## src/rtl/adc_cmp_pkg.sv

```systemverilog
package adc_cmp_pkg;
   localparam int unsigned NIB_W  = 4;
   localparam int unsigned CODE_W = 2 * NIB_W;

   typedef enum logic {
      CONSUME_SKIP = 1'b0,
      CONSUME_IRQ  = 1'b1
   } consume_e;

   typedef enum logic {
      CNT_BINARY = 1'b0,
      CNT_ONEHOT = 1'b1
   } cnt_style_e;
endpackage

```

## src/rtl/adc_cmp_regs.sv

```systemverilog
module adc_cmp_regs
   import adc_cmp_pkg::*;
#(
   parameter int unsigned MODE_BIT  = 3,
   parameter logic [CODE_W-1:0] UNDEF_PAT = '1
) (
   input  logic              clk,
   input  logic              rst_n,
   input  logic              ctrl_wr,
   input  logic [NIB_W-1:0]  ctrl_wdata,
   input  logic              cmp_load,
   input  logic [NIB_W-1:0]  acc_hi,
   input  logic [NIB_W-1:0]  acc_lo,
   input  logic              conv_wr,
   input  logic [CODE_W-1:0] conv_wdata,
   output logic              cmp_mode,
   output logic              mode_leave,
   output logic [CODE_W-1:0] cmp_q,
   output logic [CODE_W-1:0] res_q
);
   if (MODE_BIT >= NIB_W) begin : g_bad_mode_bit
      $error("MODE_BIT outside control register");
   end

   logic [NIB_W-1:0] ctrl_q;
   logic             mode_enter;

   assign cmp_mode   = ctrl_q[MODE_BIT];
   assign mode_enter = ctrl_wr &  ctrl_wdata[MODE_BIT] & ~cmp_mode;
   assign mode_leave = ctrl_wr & ~ctrl_wdata[MODE_BIT] &  cmp_mode;

   always_ff @(posedge clk or negedge rst_n) begin
      if (!rst_n)       ctrl_q <= '0;
      else if (ctrl_wr) ctrl_q <= ctrl_wdata;
   end

   always_ff @(posedge clk or negedge rst_n) begin
      if (!rst_n)                   cmp_q <= '0;
      else if (cmp_load && cmp_mode) cmp_q <= {acc_hi, acc_lo};
   end

   // conversion result: don't-care pattern on entering comparator mode
   always_ff @(posedge clk or negedge rst_n) begin
      if (!rst_n)                    res_q <= '0;
      else if (mode_enter)           res_q <= UNDEF_PAT;
      else if (conv_wr && !cmp_mode) res_q <= conv_wdata;
   end

   AST_LOAD_TAKES: assert property (@(posedge clk) disable iff (!rst_n)
      cmp_load && cmp_mode |=> cmp_q == $past({acc_hi, acc_lo}));
   AST_LOAD_GATED: assert property (@(posedge clk) disable iff (!rst_n)
      !cmp_mode |=> $stable(cmp_q));
   AST_MODE_FOLLOWS: assert property (@(posedge clk) disable iff (!rst_n)
      ctrl_wr |=> cmp_mode == $past(ctrl_wdata[MODE_BIT]));
endmodule

```

## src/rtl/adc_cmp_timer.sv

```systemverilog
module adc_cmp_timer
   import adc_cmp_pkg::*;
#(
   parameter int unsigned WINDOW    = 8,
   parameter cnt_style_e  CNT_STYLE = CNT_BINARY
) (
   input  logic clk,
   input  logic rst_n,
   input  logic mc_en,
   input  logic start,
   input  logic cmp_mode,
   input  logic abort,
   output logic busy,
   output logic done
);
   localparam int unsigned CW = (WINDOW > 1) ? $clog2(WINDOW) : 1;

   if (WINDOW < 2) begin : g_bad_window
      $error("WINDOW must be at least 2");
   end

   logic accept;
   logic last;

   assign accept = start & cmp_mode & ~busy & ~abort;
   assign done   = busy & mc_en & last & ~abort;

   if (CNT_STYLE == CNT_BINARY) begin : g_bin
      logic [CW-1:0] cnt_q;
      assign last = (cnt_q == CW'(WINDOW - 1));
      always_ff @(posedge clk or negedge rst_n) begin
         if (!rst_n)              cnt_q <= '0;
         else if (accept)         cnt_q <= '0;
         else if (busy && mc_en)  cnt_q <= cnt_q + 1'b1;
      end
   end else begin : g_onehot
      logic [WINDOW-1:0] pos_q;
      assign last = pos_q[WINDOW-1];
      always_ff @(posedge clk or negedge rst_n) begin
         if (!rst_n)              pos_q <= '0;
         else if (accept)         pos_q <= WINDOW'(1);
         else if (busy && mc_en)  pos_q <= {pos_q[WINDOW-2:0], 1'b0};
      end
   end

   always_ff @(posedge clk or negedge rst_n) begin
      if (!rst_n)                busy <= 1'b0;
      else if (abort)            busy <= 1'b0;
      else if (accept)           busy <= 1'b1;
      else if (done)             busy <= 1'b0;
   end

   AST_BUSY_ON_START: assert property (@(posedge clk) disable iff (!rst_n)
      start && cmp_mode && !busy && !abort |=> busy);
   AST_DONE_IN_WINDOW: assert property (@(posedge clk) disable iff (!rst_n)
      done |-> busy && mc_en);
   AST_ABORT_CLEARS: assert property (@(posedge clk) disable iff (!rst_n)
      abort |=> !busy);
   AST_IDLE_IN_CONV: assert property (@(posedge clk) disable iff (!rst_n)
      !cmp_mode && !busy |=> !busy);
endmodule

```

## src/rtl/adc_cmp_flag.sv

```systemverilog
module adc_cmp_flag
   import adc_cmp_pkg::*;
#(
   parameter int unsigned SEL_BIT = 2
) (
   input  logic             clk,
   input  logic             rst_n,
   input  logic             cfg_wr,
   input  logic [NIB_W-1:0] cfg_wdata,
   input  logic             done,
   input  logic             below_ref,
   input  logic             irq_ack,
   input  logic             skip_test,
   output logic             flag,
   output logic             irq_req,
   output logic             skip_taken
);
   if (SEL_BIT >= NIB_W) begin : g_bad_sel_bit
      $error("SEL_BIT outside configuration register");
   end

   logic [NIB_W-1:0] cfg_q;
   consume_e         path;
   logic             set_now;
   logic             clr_now;

   always_ff @(posedge clk or negedge rst_n) begin
      if (!rst_n)      cfg_q <= '0;
      else if (cfg_wr) cfg_q <= cfg_wdata;
   end

   assign path       = consume_e'(cfg_q[SEL_BIT]);
   assign set_now    = done & below_ref;
   assign irq_req    = (path == CONSUME_IRQ) & flag;
   assign skip_taken = (path == CONSUME_SKIP) & skip_test & flag;
   assign clr_now    = (irq_req & irq_ack) | skip_taken;

   always_ff @(posedge clk or negedge rst_n) begin
      if (!rst_n)       flag <= 1'b0;
      else if (set_now) flag <= 1'b1;
      else if (clr_now) flag <= 1'b0;
   end

   AST_SET_ON_BELOW: assert property (@(posedge clk) disable iff (!rst_n)
      done && below_ref |=> flag);
   AST_NO_SPURIOUS_SET: assert property (@(posedge clk) disable iff (!rst_n)
      !flag && !(done && below_ref) |=> !flag);
   AST_ACK_CLEARS: assert property (@(posedge clk) disable iff (!rst_n)
      irq_req && irq_ack && !done |=> !flag);
   AST_SKIP_CLEARS: assert property (@(posedge clk) disable iff (!rst_n)
      skip_taken && !done |=> !flag);
   AST_PATHS_EXCLUSIVE: assert property (@(posedge clk) disable iff (!rst_n)
      !(irq_req && skip_taken));
endmodule

```

## src/rtl/adc_cmp_ctrl.sv

```systemverilog
module adc_cmp_ctrl
   import adc_cmp_pkg::*;
#(
   parameter int unsigned WINDOW    = 8,
   parameter int unsigned MODE_BIT  = 3,
   parameter int unsigned SEL_BIT   = 2,
   parameter cnt_style_e  CNT_STYLE = CNT_BINARY
) (
   input  logic              clk,
   input  logic              rst_n,
   input  logic              mc_en,
   input  logic              ctrl_wr,
   input  logic [NIB_W-1:0]  ctrl_wdata,
   input  logic              irq_cfg_wr,
   input  logic [NIB_W-1:0]  irq_cfg_wdata,
   input  logic [NIB_W-1:0]  acc_hi,
   input  logic [NIB_W-1:0]  acc_lo,
   input  logic              cmp_load,
   input  logic              conv_wr,
   input  logic [CODE_W-1:0] conv_wdata,
   input  logic              start,
   input  logic              below_ref,
   input  logic              irq_ack,
   input  logic              skip_test,
   output logic              cmp_mode,
   output logic [CODE_W-1:0] dac_code,
   output logic [CODE_W-1:0] cmp_rd,
   output logic [NIB_W-1:0]  res_xfer,
   output logic              busy,
   output logic              cmp_flag,
   output logic              irq_req,
   output logic              skip_taken
);
   logic              mode_leave;
   logic              done;
   logic [CODE_W-1:0] cmp_q;
   logic [CODE_W-1:0] res_q;

   adc_cmp_regs #(.MODE_BIT(MODE_BIT)) i_regs (
      .clk(clk), .rst_n(rst_n),
      .ctrl_wr(ctrl_wr), .ctrl_wdata(ctrl_wdata),
      .cmp_load(cmp_load), .acc_hi(acc_hi), .acc_lo(acc_lo),
      .conv_wr(conv_wr), .conv_wdata(conv_wdata),
      .cmp_mode(cmp_mode), .mode_leave(mode_leave),
      .cmp_q(cmp_q), .res_q(res_q)
   );

   adc_cmp_timer #(.WINDOW(WINDOW), .CNT_STYLE(CNT_STYLE)) i_timer (
      .clk(clk), .rst_n(rst_n), .mc_en(mc_en), .start(start),
      .cmp_mode(cmp_mode), .abort(mode_leave),
      .busy(busy), .done(done)
   );

   adc_cmp_flag #(.SEL_BIT(SEL_BIT)) i_flag (
      .clk(clk), .rst_n(rst_n),
      .cfg_wr(irq_cfg_wr), .cfg_wdata(irq_cfg_wdata),
      .done(done), .below_ref(below_ref),
      .irq_ack(irq_ack), .skip_test(skip_test),
      .flag(cmp_flag), .irq_req(irq_req), .skip_taken(skip_taken)
   );

   assign dac_code = cmp_q;
   assign cmp_rd   = cmp_mode ? cmp_q : '0;
   assign res_xfer = {res_q[1:0], 2'b00};

   AST_RESULT_LOW_ZERO: assert property (@(posedge clk) disable iff (!rst_n)
      res_xfer[1:0] == 2'b00);
   AST_READ_GATED: assert property (@(posedge clk) disable iff (!rst_n)
      !cmp_mode |-> cmp_rd == '0);
endmodule

```

## config.mk

```make
export PLATFORM = sky130hd
export DESIGN_NAME = adc_cmp_ctrl
export DESIGN_NICKNAME = d
export VERILOG_FILES = /design/src/rtl/adc_cmp_pkg.sv /design/src/rtl/adc_cmp_regs.sv /design/src/rtl/adc_cmp_timer.sv /design/src/rtl/adc_cmp_flag.sv /design/src/rtl/adc_cmp_ctrl.sv
export SDC_FILE = /design/constraint.sdc
export NUM_CORES = 1
export LEC_CHECK = 0
export ABC_AREA = 1
export ABC_CLOCK_PERIOD_IN_PS = 1100
export BUFFER_PORTS_ARGS = -buffer_cell sky130_fd_sc_hd__buf_2
export CORE_MARGIN = 5
export CORE_UTILIZATION = 40
export CTS_CLUSTER_SIZE = 8
export DETAILED_ROUTE_END_ITERATION = 10
export GPL_TIMING_DRIVEN = 0
export PLACE_DENSITY = 0.71
export SKIP_CTS_REPAIR_TIMING = 1
export SYNTH_ARGS = -nofsm -noshare
export SYNTH_HDL_FRONTEND = slang
export SYNTH_HIERARCHICAL = 1
export SYNTH_SLANG_ARGS = --single-unit
export TNS_END_PERCENT = 20
```

## constraint.sdc

```tcl
create_clock -name clk -period 1.1 [get_ports clk]
set_clock_uncertainty 0.1 [all_clocks]
set_input_delay 0.22 -clock clk [delete_from_list [all_inputs] [get_ports clk]]
set_output_delay 0.22 -clock clk [all_outputs]
set_load 0.1 [all_outputs]
```

== Word-level counts from Yosys, hierarchy flattened ==
Index checks and enable logic that the tools add are counted.
Operators by class
  add/sub/neg operators: 1
  eq/ne operators: 1
  mux-type cells: 10
  bitwise operators: 21
  reductions and logical operators: 8
Operators with widths (number)
  $and 1x1->1: 15
  $mux 8: 1
  $mux 3: 2
  $reduce_bool 2->1: 3
  $mux 1: 5
  $not 1->1: 5
  $mux 2: 2
  $add 3x1->3 const B: 1
  $eq 3x3->1 const B: 1
  $logic_and 1x1->1: 3
  $reduce_bool 3->1: 1
  $logic_not 1->1: 1
  $or 1x1->1: 1
Storage, ports and cells
  flip-flop bits (word level): 22
  input bits: 35
  output and inout bits: 25

== Depth between registers and ports, before layout ==
Gate-level depths: netlist of run 1.
  depth in word-level cells: 8
  gate-level depth with buffers: 7
  depth with buffers taken out: 6

== By module ==
Netlist of run 1, hierarchy kept.
By module, submodules not included
  adc_cmp_regs: times used 1, cells an instance 94, area each 770.7 µm², sequential area each 425.4 µm²
  adc_cmp_timer: times used 1, cells an instance 35, area each 250.2 µm², sequential area each 100.1 µm²
  adc_cmp_flag: times used 1, cells an instance 14, area each 100.1 µm², sequential area each 50.0 µm²
  adc_cmp_ctrl: times used 1, cells an instance 20, area each 83.8 µm², sequential area each 0.0 µm²

== Worst setup path after synthesis of run 1 ==
Ideal clock, no wire load.
  path kind: register to output
  from: reg i_flag.flag
  to: out skip_taken
  arrival time: 2315 ps
  data required time: 780 ps
  setup slack: -1535 ps
  cell stages (with the launch flop): 3
  buffers on the path: 0
  cells stage by stage: dfrtp_1 inv_1 nor2_1
On the way
  cells in the longest elaborated chain, start to end: 1
RTL lines
  start, declared: line adc_cmp_flag.sv:14  | output logic flag,
  start signal, assigned: line adc_cmp_flag.sv:39  | if (!rst_n) flag <= 1'b0;
  start signal, assigned: line adc_cmp_flag.sv:40  | else if (set_now) flag <= 1'b1;
  start signal, assigned: line adc_cmp_flag.sv:41  | else if (clr_now) flag <= 1'b0;
  $and 1x1->1: line adc_cmp_flag.sv:35  | assign skip_taken = (path == CONSUME_SKIP) & skip_test & flag;
  end, declared: line adc_cmp_ctrl.sv:32  | output logic skip_taken
No other way between the ends.

== Final worst setup path of run 1 ==
  from: reg i_regs.ctrl_q[3]
  to: out cmp_rd[4]
On the way
  cells in the longest elaborated chain, start to end: 1
RTL lines
  start, declared: line adc_cmp_regs.sv:25  | logic [NIB_W-1:0] ctrl_q;
  start signal, assigned: line adc_cmp_regs.sv:34  | else if (ctrl_wr) ctrl_q <= ctrl_wdata;
  $mux 8: line adc_cmp_ctrl.sv:63  | assign cmp_rd = cmp_mode ? cmp_q : '0;
  end, declared: line adc_cmp_ctrl.sv:27  | output logic [CODE_W-1:0] cmp_rd,
No other way between the ends.

==> summary.txt, run 1 <==
outcome = complete, but fails checks
failing checks = setup timing
DR pass1 iterations = 4
CTS tree = done
global-route wire length before repair = 3.70 mm
n_diodes = 0
GPL Wtd Cong = 0.747
Die W = 58.1 µm
hold path startpoint = irq_cfg_wr
fin crit share = 146%
most used cell, CP = buf_12
DP Wirelength = 1.83 mm
Wirelength per Cell = 13.1 µm
vias = 969
number of max-cap violations = 0
Skew-Pair Late Insertion Delay = 0.28 ns
clk slew on worst S/H paths = 0.09 ns
RSZ-0062 raised after global routing = true
WS Path Type = register to primary output
vias in the first global route = 899
CTS max path bufs = 2
Remaining Overflow, GRT = 0
Post-Place Worst Slack = -0.357 ns
Port Buffers = 44
RR Endpoint = i_timer/g_bin.cnt_q[1]
Cell Pwr Density = 1970 nW/µm²
maximum vdd drop = 1430 µV
Critical Path Source Type = register
Post-route DRC = 0
Worst path top cell family by delay = flip-flops
initial DRC count = 18
CTS Buf Count = 3
largest net degree at the start of global routing = 18
slowest CP cell = dfrtp_4
clock sink count = 17
most common cell after layout, fill and taps aside = nand2_1
Leakage Power = 0.000856 µW
fillers = 149
H-tree levels = 1
Die H = 58.1 µm
GR Util All Layers = 13.8%
Synth Cell Area = 927 µm²
CP max FO = 8
Tmin final = 1.61 ns
Final Max Tran Viols = 0
DR vias/cell = 4.70
share of post-route cells with drive strength above 1 = 53.4%
# rows = 17
hold-critical path depth = 2
initial core utilization = 41.9%
Final ANT Viol Nets = 0
WL final = 2.70 mm
fin nets = 216
crit-path cells = buf_12 > nand2_4 > clkinvlp_4 > buf_12
critical path arrival = 1.29 ns
die area = 3380 µm²
most frequent cells in the layout = 37 x nand2_1, 23 x buf_2, 18 x buf_12, 18 x nand3_1
Area Growth Syn to Fin = 81.0%
yosys warns = 6
Final setup viols = 38
CP Buf/Inv Count = 3
Max Fclk = 0.621 GHz
core area = 2210 µm²
Crit path required time = 0.78 ns
final hold violation count = 0
worst setup margin = -0.511 ns
Setup crit end kind = primary output
Critical R2R Launch = i_regs/ctrl_q[3]
antenna violations before repair = 0
Ports = 60
FF-to-FF setup slack = -0.29 ns
CTS Root Cell = clkbuf_4
worst min path class = input port to register
synthesized area per cell = 7.30 µm²
hold endpoint = i_flag/cfg_q[2]
Reg2Reg Depth = 8
crit-path max cell delay = 0.51 ns
Mapped Cells = 127
final core utilization = 75.8%
sequential cells by signal, indices dropped and copies added (netlist names):
| signal | cells |
|---|---|
| i_flag/cfg_q | 1 |
| i_flag/flag | 1 |
| i_regs/cmp_q | 8 |
| i_regs/ctrl_q | 1 |
| i_regs/res_q | 2 |
| i_timer/busy | 1 |
| i_timer/g_bin.cnt_q | 3 |
layout make-up:
type	instances	area [µm²]	share of cell area (%)
Timing Repair Buffer	46	527	31.4
Multi-Input combinational cell	83	452	26.9
Sequential cell	17	443	26.4
Inverter	21	113	6.71
Buffer	7	82.6	4.92
Tap cell	28	35.0	2.09
Clock buffer	4	26.3	1.57
how the worst max path moves through the flow:
stage / from / end / depth (start not counted)
floorplan: i_regs/ctrl_q[3] / cmp_rd[0] / 3
global placement: i_regs/ctrl_q[3] / cmp_rd[1] / 4
detailed placement: i_regs/ctrl_q[3] / cmp_rd[4] / 4
CTS: i_regs/ctrl_q[3] / cmp_rd[4] / 4
global route: i_regs/ctrl_q[3] / cmp_rd[5] / 4
finish: i_regs/ctrl_q[3] / cmp_rd[4] / 4
power by group:
group          leakage [µW]  internal (µW)  switching, µW
registers          0.000198            774            173
clock network     0.0000150            140            181
logic              0.000642            692           1340
total              0.000856           1610           1700
stage by stage:
stage | cells | TNS [ns] | hold WS, ns | area [µm²] | power, µW
final | 206 | -8.68 | 0.0395 | 1680 | 3300
after global routing | 206 | -10.35 | 0.0390 | 1680 | 3460
after CTS | 204 | -12.09 | -0.251 | 1300 | 2840
after detailed placement | 200 | -4.52 | 0.0607 | 1270 | 2510
after global placement | 200 | -4.30 | 0.0671 | 1270 | 2460
after floorplan | 128 | -9.35 | -0.176 | 1020 | 2230
worst reg2reg max path: stages (launching register included):
cell     delay [ns]
dfrtp_4        0.51
buf_12         0.14
buf_12         0.14
nand2_2        0.07
nor2_2         0.05
nor2_1         0.08
nand2_1        0.09
nand2_1        0.07
inv_1          0.04
metal layers:
layer	vias to the layer above	wire length, µm	track usage, %
met4	0	10	4.97
met2	31	1420	23.4
met5	-	0	0
met3	2	160	2.90
met1	454	1110	17.1
li1	482	-	-
(Power assumes the default switching activity.)
==> run 2, diff against run 1 <==
--- a/config.mk
+++ b/config.mk
@@ -5,7 +5,6 @@
 export SDC_FILE = /design/constraint.sdc
 export NUM_CORES = 1
 export LEC_CHECK = 0
-export ABC_AREA = 1
 export ABC_CLOCK_PERIOD_IN_PS = 1100
 export BUFFER_PORTS_ARGS = -buffer_cell sky130_fd_sc_hd__buf_2
 export CORE_MARGIN = 5
@@ -13,7 +12,7 @@
 export CTS_CLUSTER_SIZE = 8
 export DETAILED_ROUTE_END_ITERATION = 10
 export GPL_TIMING_DRIVEN = 0
-export PLACE_DENSITY = 0.71
+export PLACE_DENSITY = 0.7
 export SKIP_CTS_REPAIR_TIMING = 1
 export SYNTH_ARGS = -nofsm -noshare
 export SYNTH_HDL_FRONTEND = slang
==> run 2 against run 1 <==
Against the previous run: the run still ends with setup timing left; maximum frequency rose by 0.53%; clock power rose by 7.5%; synthesized area rose by 5.8%; sequential power rose by 0.8%; cell count fell by 21%; die area rose by 4.8%; synthesized cell count fell by 39%; sequential share of layout area fell by 0.25 points; combinational power rose by 10%; power rose by 7.2%; global-route usage fell by 1.9 points; non-clock buffer count rose by 6; critical endpoint is now cmp_rd[7].
==> summary.txt, run 2 <==
CTS tree = done (unchanged)
yosys warns = 6 (unchanged)
largest net degree at the start of global routing = 18 (unchanged)
most frequent cells in the layout = 21 x buf_2, 18 x buf_12, 10 x dfrtp_2 (was 37 x nand2_1, 23 x buf_2, 18 x buf_12, 18 x nand3_1)
Max Fclk = 0.624 GHz (was 0.621 GHz)
CTS max path bufs = 2 (unchanged)
largest registers = i_regs/cmp_q (8), i_timer/g_bin.cnt_q (3), i_regs/res_q (2) (unchanged)
Placed Cells incl. Taps = 151 (was 200)
clock sink count = 17 (unchanged)
final std cells w/o fill = 162 (was 206)
final hold violation count = 0 (unchanged)
DR vias/cell = 4.94 (was 4.70)
outcome = complete, but fails checks (unchanged)
Remaining Overflow, GRT = 0 (unchanged)
Die W = 59.5 µm (was 58.1 µm)
Reg with most FFs = i_regs/cmp_q (unchanged)
P_sw = 1730 µW (was 1700 µW)
antenna violations before repair = 0 (unchanged)
H-tree levels = 1 (unchanged)
Setup crit end kind = primary output (unchanged)
Area Growth Syn to Fin = 72.2% (was 81.0%)
share of post-route cells with drive strength above 1 = 78.0% (was 53.4%)
DP Wirelength = 1.64 mm (was 1.83 mm)
Cell Pwr Density = 2100 nW/µm² (was 1970 nW/µm²)
most common cell after layout, fill and taps aside = buf_2 (was nand2_1)
initial core utilization = 40.7% (was 41.9%)
number of max-cap violations = 0 (unchanged)
Final ANT Viol Nets = 0 (unchanged)
n_diodes = 0 (unchanged)
Largest register FFs = 8 (unchanged)
synthesized area per cell = 12.7 µm² (was 7.30 µm²)
clock network power share = 9.7% (about the same)
Storage cell area = 442 µm² (was 443 µm²)
CTS Buf Count = 3 (unchanged)
DR pass1 iterations = 4 (unchanged)
crit-path max cell delay = 0.53 ns (was 0.51 ns)
global-route wire length before repair = 3.19 mm (was 3.70 mm)
fillers = 154 (was 149)
GR Util All Layers = 11.8% (was 13.8%)
initial DRC count = 26 (was 18)
vias = 800 (was 969)
Multi-input gate area = 489 µm² (was 452 µm²)
Worst path top cell family by delay = flip-flops (unchanged)
WL final = 2.61 mm (was 2.70 mm)
Setup TNS Final = -11.75 ns (was -8.68 ns)
Crit path required time = 0.78 ns (about the same)
Post-route DRC = 0 (unchanged)
vias in the first global route = 720 (was 899)
Wirelength per Cell = 16.1 µm (was 13.1 µm)
critical path arrival = 1.28 ns (was 1.29 ns)
global route hottest layer = met2 (unchanged)
Mapped Cells = 77 (was 127)
CP Buf/Inv Count = 2 (was 3)
Leakage Power = 0.000809 µW (was 0.000856 µW)
Comb pwr share = 63.3% (was 61.6%)
Sequential Power Share = 27.0% (was 28.7%)
WS Path Type = register to primary output (unchanged)
GPL Wtd Cong = 0.740 (was 0.747)
clk slew on worst S/H paths = 0.11 ns (was 0.09 ns)
global-route met1 utilization = 15.2% (was 17.1%)
CTS Root Cell = clkbuf_4 (unchanged)
# rows = 18 (was 17)
Ports = 60 (unchanged)
met2 Usage GRT = 18.3% (was 23.4%)
worst setup margin = -0.503 ns (was -0.511 ns)
failing checks = setup timing (unchanged)
CP max FO = 7 (was 8)
die area = 3540 µm² (was 3380 µm²)
maximum vdd drop = 1660 µV (was 1430 µV)
Final Max Tran Viols = 0 (unchanged)
RSZ-0062 raised after global routing = true (unchanged)
met3 usage = 3.92% (was 2.90%)
P_int = 1810 µW (was 1610 µW)
Tmin final = 1.60 ns (was 1.61 ns)
slowest CP cell = dfrtp_4 (unchanged)
crit-path cells = buf_6 > and2_4 > buf_12 (was buf_12 > nand2_4 > clkinvlp_4 > buf_12)
fin crit share = 146% (about the same)
Port Buffers = 43 (was 44)
Critical Path Source Type = register (unchanged)
core area = 2410 µm² (was 2210 µm²)
Final setup viols = 39 (was 38)
Synth Cell Area = 981 µm² (was 927 µm²)
Die H = 59.5 µm (was 58.1 µm)
fin nets = 170 (was 216)
worst min path class = input port to register (unchanged)
Skew-Pair Late Insertion Delay = 0.30 ns (was 0.28 ns)
switching part of the total power = 48.9% (was 51.4%)
run 2: cell count changes in the layout (fill, tap and decap cells not counted), moves of 4 or more:
cell | previous run | this run
nand2_1 | 37 | 1
nand3_1 | 18 | 2
clkinvlp_4 | 9 | 0
mux2_4 | 0 | 8
nand2_2 | 8 | 1
and2_2 | 0 | 6
buf_4 | 2 | 8
inv_1 | 9 | 3
nand2_4 | 6 | 0
buf_8 | 2 | 6
nor2_1 | 4 | 0
run 2: worst register-to-register path: stages (launching register included):
cell,delay (ns)
dfrtp_4,0.48
buf_8,0.12
buf_12,0.10
inv_4,0.03
nor3b_4,0.23
inv_1,0.09
and4_4,0.15
a22o_1,0.20
run 2: final timing paths:
kind                                        from          endpoint  slack [ns]  cells after the start
min in group asynchronous                  rst_n   i_flag/cfg_q[2]        0.29                      2
worst min-delay path            irq_cfg_wdata[2]   i_flag/cfg_q[2]        0.04                      2
worst max-delay path            i_regs/ctrl_q[3]         cmp_rd[7]       -0.50                      3
worst max register to register  i_regs/ctrl_q[3]       i_flag/flag       -0.49                      7
worst min register to register   i_flag/cfg_q[2]   i_flag/cfg_q[2]        0.46                      1
max in group asynchronous                  rst_n  i_regs/ctrl_q[3]        0.28                      2
run 2: area by class of cell:
cell class	count	share of cell area [%]
buffer	9	5.33
clock buffer	3	1.33
clock inverter	1	0.296
inverter	4	1.04
multi-input combinational	48	29.0
sequential	17	26.1
tap	30	2.22
timing repair buffer	50	34.7
run 2: power by group through the flow:
stage | Clock (µW) | Sequential (µW) | Combinational (µW)
final | 345 | 955 | 2240
after global routing | 379 | 976 | 2320
after CTS | 358 | 893 | 1760
after detailed placement | 0 | 906 | 1760
after global placement | 0 | 892 | 1730
after floorplan | 0 | 1590 | 796
run 2: routing by layer:
metal | vias to the layer above | part of all wire, %
met2 | 39 | 54
li1 | 372 | -
met4 | 0 | 3.0
met1 | 381 | 36
met5 | - | 0
met3 | 8 | 7.0
run 2: metrics by stage:
| step | worst slack [ns] | hold slack, ns | utilization, % | cell area (µm²) | total power (µW) |
|---|---|---|---|---|---|
| 6_report | -0.503 | 0.0379 | 70.1 | 1690 | 3540 |
| 3_5_place_dp | -0.569 | 0.0605 | 53.0 | 1280 | 2660 |
| 4_1_cts | -0.615 | -0.277 | 54.2 | 1310 | 3010 |
| 5_1_grt | -0.587 | 0.0245 | 70.1 | 1690 | 3680 |
| 3_3_place_gp | -0.540 | 0.0665 | 53.0 | 1280 | 2630 |
| 2_1_floorplan | -0.701 | -0.176 | - | 1020 | 2390 |
